`src/rtl/cmac_pkg.sv`:
```
package cmac_pkg;
  typedef enum logic [1:0] {
    MD_CMUL = 2'd0,
    MD_CMAC = 2'd1,
    MD_FIR  = 2'd2,
    MD_POW  = 2'd3
  } cmac_mode_e;

  localparam int unsigned NUM_MUL = 4;
endpackage

```
`src/rtl/cmac_xbar.sv`:
```
module cmac_xbar
  import cmac_pkg::*;
#(
  parameter int unsigned LANE_W = 8,
  localparam int unsigned WORD_W = 2 * LANE_W
) (
  input  logic                              en,
  input  cmac_mode_e                        md,
  input  logic [WORD_W-1:0]                 op_a,
  input  logic [WORD_W-1:0]                 op_b,
  output logic [NUM_MUL-1:0][LANE_W-1:0]    mul_x,
  output logic [NUM_MUL-1:0][LANE_W-1:0]    mul_y
);
  logic [WORD_W-1:0] b_src;
  logic [LANE_W-1:0] a_i, a_q, b_i, b_q;
  logic              cross_on;
  logic              direct_on;

  // energy mode drives operand A into both multiplier ports
  assign b_src     = (md == MD_POW) ? op_a : op_b;
  assign a_i       = op_a[WORD_W-1:LANE_W];
  assign a_q       = op_a[LANE_W-1:0];
  assign b_i       = b_src[WORD_W-1:LANE_W];
  assign b_q       = b_src[LANE_W-1:0];
  assign cross_on  = en && ((md == MD_CMUL) || (md == MD_CMAC));
  assign direct_on = en;

  // operand gating keeps idle multipliers from toggling
  always_comb begin
    mul_x[0] = direct_on ? a_i : '0;
    mul_y[0] = direct_on ? b_i : '0;
    mul_x[1] = direct_on ? a_q : '0;
    mul_y[1] = direct_on ? b_q : '0;
    mul_x[2] = cross_on  ? a_i : '0;
    mul_y[2] = cross_on  ? b_q : '0;
    mul_x[3] = cross_on  ? a_q : '0;
    mul_y[3] = cross_on  ? b_i : '0;
  end
endmodule

```
`src/rtl/cmac_mularr.sv`:
```
module cmac_mularr
  import cmac_pkg::*;
#(
  parameter int unsigned LANE_W = 8,
  localparam int unsigned PROD_W = 2 * LANE_W
) (
  input  logic [NUM_MUL-1:0][LANE_W-1:0] mul_x,
  input  logic [NUM_MUL-1:0][LANE_W-1:0] mul_y,
  output logic [NUM_MUL-1:0][PROD_W-1:0] prod
);
  for (genvar k = 0; k < NUM_MUL; k++) begin : g_mul
    logic signed [PROD_W-1:0] p_s;
    assign p_s     = $signed(mul_x[k]) * $signed(mul_y[k]);
    assign prod[k] = p_s;
  end
endmodule

```
`src/rtl/cmac_combine.sv`:
```
module cmac_combine
  import cmac_pkg::*;
#(
  parameter int unsigned PROD_W = 16,
  localparam int unsigned DOT_W = 2 * PROD_W
) (
  input  logic [NUM_MUL-1:0][PROD_W-1:0] prod,
  output logic [PROD_W-1:0]              re_c,
  output logic [PROD_W-1:0]              im_c,
  output logic [DOT_W-1:0]               dot_c
);
  logic [DOT_W-1:0] p0_x, p1_x;

  assign re_c  = prod[0] - prod[1];
  assign im_c  = prod[2] + prod[3];
  assign p0_x  = {{(DOT_W-PROD_W){prod[0][PROD_W-1]}}, prod[0]};
  assign p1_x  = {{(DOT_W-PROD_W){prod[1][PROD_W-1]}}, prod[1]};
  assign dot_c = p0_x + p1_x;
endmodule

```
`src/rtl/cmac_acc.sv`:
```
module cmac_acc
  import cmac_pkg::*;
#(
  parameter int unsigned ACC_W  = 40,
  parameter int unsigned PROD_W = 16,
  localparam int unsigned DOT_W  = 2 * PROD_W,
  localparam int unsigned HALF_W = ACC_W / 2
) (
  input  logic              clk,
  input  logic              rst_n,
  input  logic              en,
  input  logic              acc_clr,
  input  cmac_mode_e        md,
  input  logic [PROD_W-1:0] re_c,
  input  logic [PROD_W-1:0] im_c,
  input  logic [DOT_W-1:0]  dot_c,
  output logic [ACC_W-1:0]  acc_q
);
  logic [ACC_W-1:0]  base;
  logic [ACC_W-1:0]  acc_d;
  logic [ACC_W-1:0]  dot_x;
  logic [HALF_W-1:0] hi_d, lo_d;
  logic              acc_ld;

  assign base   = acc_clr ? '0 : acc_q;
  assign dot_x  = {{(ACC_W-DOT_W){dot_c[DOT_W-1]}}, dot_c};
  // halves add separately so no carry crosses bit HALF_W
  assign hi_d   = base[ACC_W-1:HALF_W] + {{(HALF_W-PROD_W){re_c[PROD_W-1]}}, re_c};
  assign lo_d   = base[HALF_W-1:0]     + {{(HALF_W-PROD_W){im_c[PROD_W-1]}}, im_c};
  assign acc_ld = acc_clr || (en && (md != MD_CMUL));

  always_comb begin
    acc_d = base;
    if (en) begin
      unique case (md)
        MD_CMAC:        acc_d = {hi_d, lo_d};
        MD_FIR, MD_POW: acc_d = base + dot_x;
        default:        acc_d = base;
      endcase
    end
  end

  always_ff @(posedge clk or negedge rst_n) begin
    if (!rst_n) begin
      acc_q <= '0;
    end else if (acc_ld) begin
      acc_q <= acc_d;
    end
  end


  acc_idle_hold_chk: assert property (@(posedge clk) disable iff (!rst_n)
    (!en && !acc_clr) |=> $stable(acc_q));


  acc_clear_idle_chk: assert property (@(posedge clk) disable iff (!rst_n)
    (acc_clr && (!en || md == MD_CMUL)) |=> (acc_q == '0));


  acc_cmul_keep_chk: assert property (@(posedge clk) disable iff (!rst_n)
    (en && !acc_clr && md == MD_CMUL) |=> $stable(acc_q));
endmodule

```
`src/rtl/cmac_unit.sv`:
```
module cmac_unit
  import cmac_pkg::*;
#(
  parameter int unsigned LANE_W = 8,
  parameter int unsigned ACC_W  = 40,
  localparam int unsigned WORD_W = 2 * LANE_W,
  localparam int unsigned PROD_W = 2 * LANE_W,
  localparam int unsigned DOT_W  = 2 * PROD_W
) (
  input  logic              clk,
  input  logic              rst_n,
  input  logic              en,
  input  logic [1:0]        mode,
  input  logic              acc_clr,
  input  logic [WORD_W-1:0] op_a,
  input  logic [WORD_W-1:0] op_b,
  output logic [PROD_W-1:0] re_out,
  output logic [PROD_W-1:0] im_out,
  output logic [ACC_W-1:0]  acc_out
);
  cmac_mode_e                    md;
  logic [NUM_MUL-1:0][LANE_W-1:0] mul_x, mul_y;
  logic [NUM_MUL-1:0][PROD_W-1:0] prod;
  logic [PROD_W-1:0]             re_c, im_c;
  logic [DOT_W-1:0]              dot_c;
  logic [PROD_W-1:0]             re_q, im_q, re_d, im_d;
  logic                          cplx_ld;

  assign md = cmac_mode_e'(mode);

  cmac_xbar #(.LANE_W(LANE_W)) i_xbar (
    .en    (en),
    .md    (md),
    .op_a  (op_a),
    .op_b  (op_b),
    .mul_x (mul_x),
    .mul_y (mul_y)
  );

  cmac_mularr #(.LANE_W(LANE_W)) i_mularr (
    .mul_x (mul_x),
    .mul_y (mul_y),
    .prod  (prod)
  );

  cmac_combine #(.PROD_W(PROD_W)) i_combine (
    .prod  (prod),
    .re_c  (re_c),
    .im_c  (im_c),
    .dot_c (dot_c)
  );

  cmac_acc #(.ACC_W(ACC_W), .PROD_W(PROD_W)) i_acc (
    .clk     (clk),
    .rst_n   (rst_n),
    .en      (en),
    .acc_clr (acc_clr),
    .md      (md),
    .re_c    (re_c),
    .im_c    (im_c),
    .dot_c   (dot_c),
    .acc_q   (acc_out)
  );

  assign cplx_ld = en && ((md == MD_CMUL) || (md == MD_CMAC));

  always_comb begin
    re_d = re_q;
    im_d = im_q;
    if (cplx_ld) begin
      re_d = re_c;
      im_d = im_c;
    end
  end

  always_ff @(posedge clk or negedge rst_n) begin
    if (!rst_n) begin
      re_q <= '0;
      im_q <= '0;
    end else if (cplx_ld) begin
      re_q <= re_d;
      im_q <= im_d;
    end
  end

  assign re_out = re_q;
  assign im_out = im_q;


  cplx_idle_hold_chk: assert property (@(posedge clk) disable iff (!rst_n)
    !en |=> ($stable(re_out) && $stable(im_out)));


  cplx_fir_keep_chk: assert property (@(posedge clk) disable iff (!rst_n)
    (en && md == MD_FIR) |=> ($stable(re_out) && $stable(im_out)));


  cplx_pow_keep_chk: assert property (@(posedge clk) disable iff (!rst_n)
    (en && md == MD_POW) |=> ($stable(re_out) && $stable(im_out)));
endmodule

```
`config.mk`:
```
export PLATFORM = sky130hd
export DESIGN_NAME = cmac_unit
export DESIGN_NICKNAME = d
export VERILOG_FILES = /design/src/rtl/cmac_pkg.sv /design/src/rtl/cmac_xbar.sv /design/src/rtl/cmac_mularr.sv /design/src/rtl/cmac_combine.sv /design/src/rtl/cmac_acc.sv /design/src/rtl/cmac_unit.sv
export SDC_FILE = /design/constraint.sdc
export NUM_CORES = 1
export LEC_CHECK = 0
export BUFFER_PORTS_ARGS = -buffer_cell sky130_fd_sc_hd__buf_2
export CORE_MARGIN = 2
export CORE_UTILIZATION = 45
export CTS_BUF_LIST = sky130_fd_sc_hd__clkbuf_2
export DETAILED_ROUTE_END_ITERATION = 6
export PLACE_DENSITY = 0.6
export SKIP_CTS_REPAIR_TIMING = 1
export SYNTH_ARGS = -nofsm -noshare
export SYNTH_HDL_FRONTEND = slang
export SYNTH_SLANG_ARGS = --single-unit
```
`constraint.sdc`:
```
create_clock -name clk -period 3.25 [get_ports clk]
set_input_delay 0.65 -clock clk [delete_from_list [all_inputs] [get_ports clk]]
set_output_delay 0.65 -clock clk [all_outputs]
set_load 0.05 [all_outputs]
```
======== Word-level counts from Yosys, hierarchy flattened ========
Cells that the tools add are included.
cells by class
  mux-type cells .......................... 12
  $mul .................................... 4
  add/sub/neg operators ................... 6
  reduce and logical (&&, ||, !) cells .... 7
  equal/unequal tests ..................... 3
  shift operators ......................... 0
  div/mod/pow operators ................... 0
  order comparisons ....................... 0
  bitwise operators ....................... 0
operators with widths
  kind                count
  $mux 40             2
  $pmux 40 s2         1
  $mul 8x8->16        4
  $mux 8              8
  $add 20x20->20      2
  $add 40x40->40      1
  $add 16x16->17      1
  $add 16x16->16      1
  $mux 16             1
  $sub 16x16->16      1
  $eq 2x2->1 const B  2
  $eq 2x1->1 const B  1
  $logic_and 1x1->1   2
  $logic_not 2->1     1
  $logic_or 1x1->1    2
  $reduce_bool 2->1   1
  $reduce_or 2->1     1
word-level totals
  word-level logic and storage cells ...... 35
  output and inout bits ................... 72
  bits in read-only memories .............. 0
  bits of input ports ..................... 38
  bits in latches ......................... 0
  bits in writable memories ............... 0
  memories kept ........................... 0
  bits in registers ....................... 72

======== Longest topological paths before layout ========
  word-level depth ........................ 9
  depth in mapped cells ................... 49
  mapped depth without buffers ............ 41

======== Modules after synthesis ========
From an unflattened synthesis, not the netlist that was laid out.
second synthesis, totals
  cells, all modules ...................... 2638
  area, all modules ....................... 21714.6 µm²
modules (own cells, without submodules)
  module        sequential area each (µm²)  cells each  instances  area each (µm²)
  cmac_mularr   0.0                         1110        1          9858.2
  cmac_acc      1001.0                      1000        1          7288.2
  cmac_combine  0.0                         348         1          2527.4
  cmac_unit     800.8                       69          1          1358.8
  cmac_xbar     0.0                         111         1          681.9

======== Worst setup path after synthesis ========
OpenSTA, ideal clock, no wires.
  kind .................................... input-to-reg
  start point ............................. input port mode[1]
  end point ............................... register i_acc.acc_q[32]
  setup slack ............................. -6868 ps
  setup time .............................. 135 ps
  data arrival time ....................... 9983 ps
  data required time ...................... 3115 ps
  path buffers ............................ 8
  stages on the path ...................... 46
  cells stage by stage .................... clkbuf_1 nand2_1 clkbuf_1 clkbuf_1 mux2i_1 nor2_1 fa_1 inv_1 fa_1 inv_1 fa_1 inv_1 fa_1 inv_1 ha_1 inv_1 o21bai_1 a21oi_1 [... 10 more ...] nand2_4 o31a_1 buf_6 buf_2 buf_2 buf_2 inv_1 ha_1 nand3_1 nor3b_1 nor3_1 a2111oi_4 a21oi_1 o32ai_2 mux2i_1 mux2_1 a21oi_1 a21oi_1
between the ends
  longest elaborated chain between the ends .. 8
  elaborated cells between the ends (all ways) .. 18
  classes of those cells .................. add/sub (4); mul (2); eq/ne (3); mux (5); reduce/logical (4)
RTL lines
  item                                              line                                    text
  start: declaration                                cmac_unit.sv:13                         input logic [1:0] mode,
  $eq 2x2->1                                        cmac_xbar.sv:20, cmac_acc.sv:35
  $mux 16                                           cmac_xbar.sv:20                         assign b_src = (md == MD_POW) ? op_a : op_b;
  $mux 8, on equally long branches                  cmac_xbar.sv:31, cmac_xbar.sv:33
  $mul 8x8->16                                      cmac_mularr.sv:13                       assign p_s = $signed(mul_x[k]) * $signed(mul_y[k]);
  $add 16x16->17 or $sub 16x16->16 (tied branches)  cmac_combine.sv:18, cmac_combine.sv:14
  $add 40x40->40 or $add 20x20->20 (tied branches)  cmac_acc.sv:37, cmac_acc.sv:28
  $pmux 40 s2                                       cmac_acc.sv:35                          unique case (md)
  $mux 40                                           cmac_acc.sv:34                          if (en) begin
  end signal: assignment                            cmac_acc.sv:45                          acc_q <= '0;
  end signal: assignment                            cmac_acc.sv:47                          acc_q <= acc_d;
  end: declaration                                  cmac_acc.sv:17                          output logic [ACC_W-1:0] acc_q
Several ways; a longest one is shown, not always the timed one.
A chain may end at the register's enable or synchronous reset.

======== Worst setup path after layout ========
  start point ............................. input port mode[0]
  end point ............................... register i_acc.acc_q[38]
The elaborated chain is that of the path after synthesis.

==> impl_metrics.csv <==
group,metric,value,unit
outcome,run_status,"finished, violations left",
outcome,violations,"negative setup slack",
sta,rsz0062_at_grt,"true",
critical_path,crit_cells,41,
final_layout,area_growth,45.1,%
sta,worst_pin_slew,0.683,ns
placed_design,dp_hpwl,54.9,mm
grt,antenna_found_initial,1,
critical_path,cp.required,3.77,ns
yosys,synth_seq_cells,72,
placed_design,preCtsSetupSlack,-6.03,ns
grt,gr-total-overflow,0,
clock_tree,cts_tree,"done",
grt,grt_pass1_wl,102,mm
critical_path,reg2regPathDepth,16,
clock_tree,cts_sinks,72,
drt,via_per_inst,5.27,
job,max_cap_violations,0,
drt,drtPass1Iterations,5,
drt,ant_nets,0,
clock_tree,h-tree-depth,3,
yosys,synth_nets,2857,
yosys,syn_inst,2362,
sta,drv_slew,0,
critical_path,crit_path_end_kind,"flop",
final_layout,multi_input_area,17300,sq um
clock_tree,clockBufferDepth,2,
critical_path,regToRegSetupSlack,-0.74,ns
clock_tree,numCtsBuffers,9,
critical_path,critPathMaxFanout,6,
die,ios,110,
drt,wl_per_cell,18.3,um
critical_path,worstPathArrival,8.93,ns
clock_tree,path_clk_slew,0.25,ns
critical_path,cp_slowest_cell,"fa_1",
clock_tree,cts_root_buf,"clkbuf_2",
sta,hold_violations,0,
grt,grt_pass1_vias,19800,
critical_path,worstReg2RegStart,"i_acc.acc_q[20]$_DFFE_PN0P_",
die,die_y,209,um
yosys,yosysUniqueCellTypes,84,
critical_path,critPathCapture,"i_acc.acc_q[38]$_DFFE_PN0P_",
drt,drc,0,
die,die_w,209,um
sta,post-route-period-util,2.59,
drt,routed_wl,66.6,mm
clock_tree,clock_latency,0.66,ns
drt,vias,19100,
yosys,syn_avg_cell_area,8.04,sq um
yosys,async_reset_ff_frac,1.00,
critical_path,r2r-end,"i_acc.acc_q[38]$_DFFE_PN0P_",
sta,worst_clock_skew,0.0300,ns
yosys,synthesis.area,19000,sq um
final_layout,drive_gt1_frac,0.370,
critical_path,path_delay_family,"adder cells",
critical_path,crit_buf_inv,9,
critical_path,cpMostUsedCell,"fa_1",
die,coreArea,41800,sq um
yosys,synth-edff-count,0,
final_layout,final-seq-area,1800,sq um
worst_hold_path,hold_path.class,"input port to flop",
final_layout,nets,3577,
drt,detail_route.iter0.violations,1146,
yosys,synthFlopType,"dfrtp_1",
yosys,seq_area_frac_synth,0.0949,
critical_path,slowest_delay,0.52,ns
final_layout,n_fill_cell,3507,
placed_design,port_buffers,109,
sta,finalSetupViolCount,66,
critical_path,crit_type,"input port to flop",
critical_path,setup.worst_path.start,"mode[0]",
critical_path,startpoint_type,"input port",
placed_design,gp_congestion,1.03,
yosys,ys_warn_count,0,
sta,final.setup.worst_slack,-5.16,ns
sta,min_period,8.41,ns
die,dieArea,43800,sq um
grt,grt_max_degree,36,
die,initial_core_util,0.455,
sta,relSlewSlack,0.544,
grt,grt_usage,0.297,
die,rows,75,
sta,max_freq,119,MHz
==> cells by family after synthesis <==
group                      synth area share
AOI/OAI and AO/OA                     0.139
muxes                                0.0157
DFF                                  0.0949
and+or+nand+nor                       0.174
xor gates and xnor gates             0.0715
adders and majority gates             0.401
buffers and inverters                 0.103
==> layout by cell type, fill, tap and decap left out, types with 9 or more instances in the layout <==
cell type  netlist  layout
o21ai_0         69      43
mux2i_1         23      11
a22oi_1         14      14
mux2i_4          0      10
a22o_1          10       9
dfrtp_1         72      72
clkbuf_2         0       9
nor3_1          35      30
nor2_1         261     234
buf_2           10     105
nand2b_1        29      26
buf_4            4     641
xnor2_4          0      11
xor2_1          40      33
buf_12           0      10
nand3_1         58      46
inv_1          414     384
o21a_1           9       9
a21oi_2          2      46
o21bai_1        32      25
ha_1           207     156
inv_2            1      27
o211ai_1        11      11
nand2_2          0      17
nor2_2           0      22
nor2b_1         56      51
buf_6            4      30
xnor2_2          0      16
o21ai_2          3      12
o21ai_1          5      21
nand2_1        251     231
a21oi_4          1      10
ha_4             0      44
and2_1          16      13
a21o_1          24      24
a21oi_1        130      77
o22ai_1         10       9
xnor2_1        115      88
fa_1           250     243
==> sequential cells by signal (all words and copies together), names as in the netlist <==
name and count:
re_out 16, i_acc.acc_q 40, im_out 16
==> worst reg2reg max path, stage by stage (launching register included) <==
cell,delay (ns)
dfrtp_1,0.45
nor2b_1,0.23
ha_1,0.22
inv_1,0.07
fa_1,0.43
nor2b_1,0.19
o21ai_0,0.16
a21oi_1,0.22
o21a_1,0.16
o21ai_0,0.11
nor4b_1,0.18
o41ai_1,0.47
a31oi_1,0.18
o21bai_1,0.32
a211oi_1,0.15
xor2_1,0.19
o221ai_1,0.14
==> final cells by class <==
type / count / share of cell area
tap: 539 / 0.0245
multi-input combinational: 1787 / 0.629
inverter: 420 / 0.0580
clock inverter: 7 / 0.00345
antenna: 1 / 0.0000909
sequential: 72 / 0.0654
clock buffer: 9 / 0.00164
timing repair buffer: 792 / 0.217
==> stage by stage <==
stage / utilization / instances / area, sq um / hold WS, ns / TNS (ns)
detailed placement: 0.600 / 3560 / 25100 / 0.458 / -263.91
global placement: 0.600 / 3560 / 25100 / 0.452 / -258.95
global route: 0.660 / 3627 / 27500 / 0.424 / -217.49
floorplan: - / 2362 / 19600 / 0.354 / -226.28
CTS: 0.603 / 3576 / 25200 / -0.121 / -215.05
finish: 0.660 / 3627 / 27500 / 0.450 / -204.27
==> Yosys cell counts, types with 56 or more instances <==
library cell,n,area share
a21oi_1,130,0.034
clkbuf_1,62,0.012
dfrtp_1,72,0.095
fa_1,250,0.26
ha_1,207,0.14
inv_1,414,0.082
nand2_1,251,0.050
nand3_1,58,0.015
nor2_1,261,0.052
nor2b_1,56,0.018
o21ai_0,69,0.018
xnor2_1,115,0.053
==> worst min path at each step <==
stage	startpoint	to	slack (ns)	cells after the start
2_1_floorplan	rst_n	i_acc.acc_q[0]$_DFFE_PN0P_	0.35	0
3_3_place_gp	re_out[4]$_DFFE_PN0N_	re_out[4]$_DFFE_PN0N_	0.45	2
3_5_place_dp	re_out[4]$_DFFE_PN0N_	re_out[4]$_DFFE_PN0N_	0.46	2
4_1_cts	rst_n	i_acc.acc_q[20]$_DFFE_PN0P_	-0.12	1
5_1_grt	mode[1]	i_acc.acc_q[20]$_DFFE_PN0P_	0.42	3
6_report	mode[1]	i_acc.acc_q[20]$_DFFE_PN0P_	0.45	3
==> layer usage <==
layer | track usage | vias up | share of wire
met1 | 0.377 | 9405 | 0.42
met5 | 0 | - | 0
li1 | - | 9022 | -
met2 | 0.533 | 578 | 0.50
met3 | 0.0256 | 119 | 0.047
met4 | 0.101 | 0 | 0.035
Power is not shown: default switching activity piles up to over one toggle a cycle in this logic, so the estimate is an artifact.
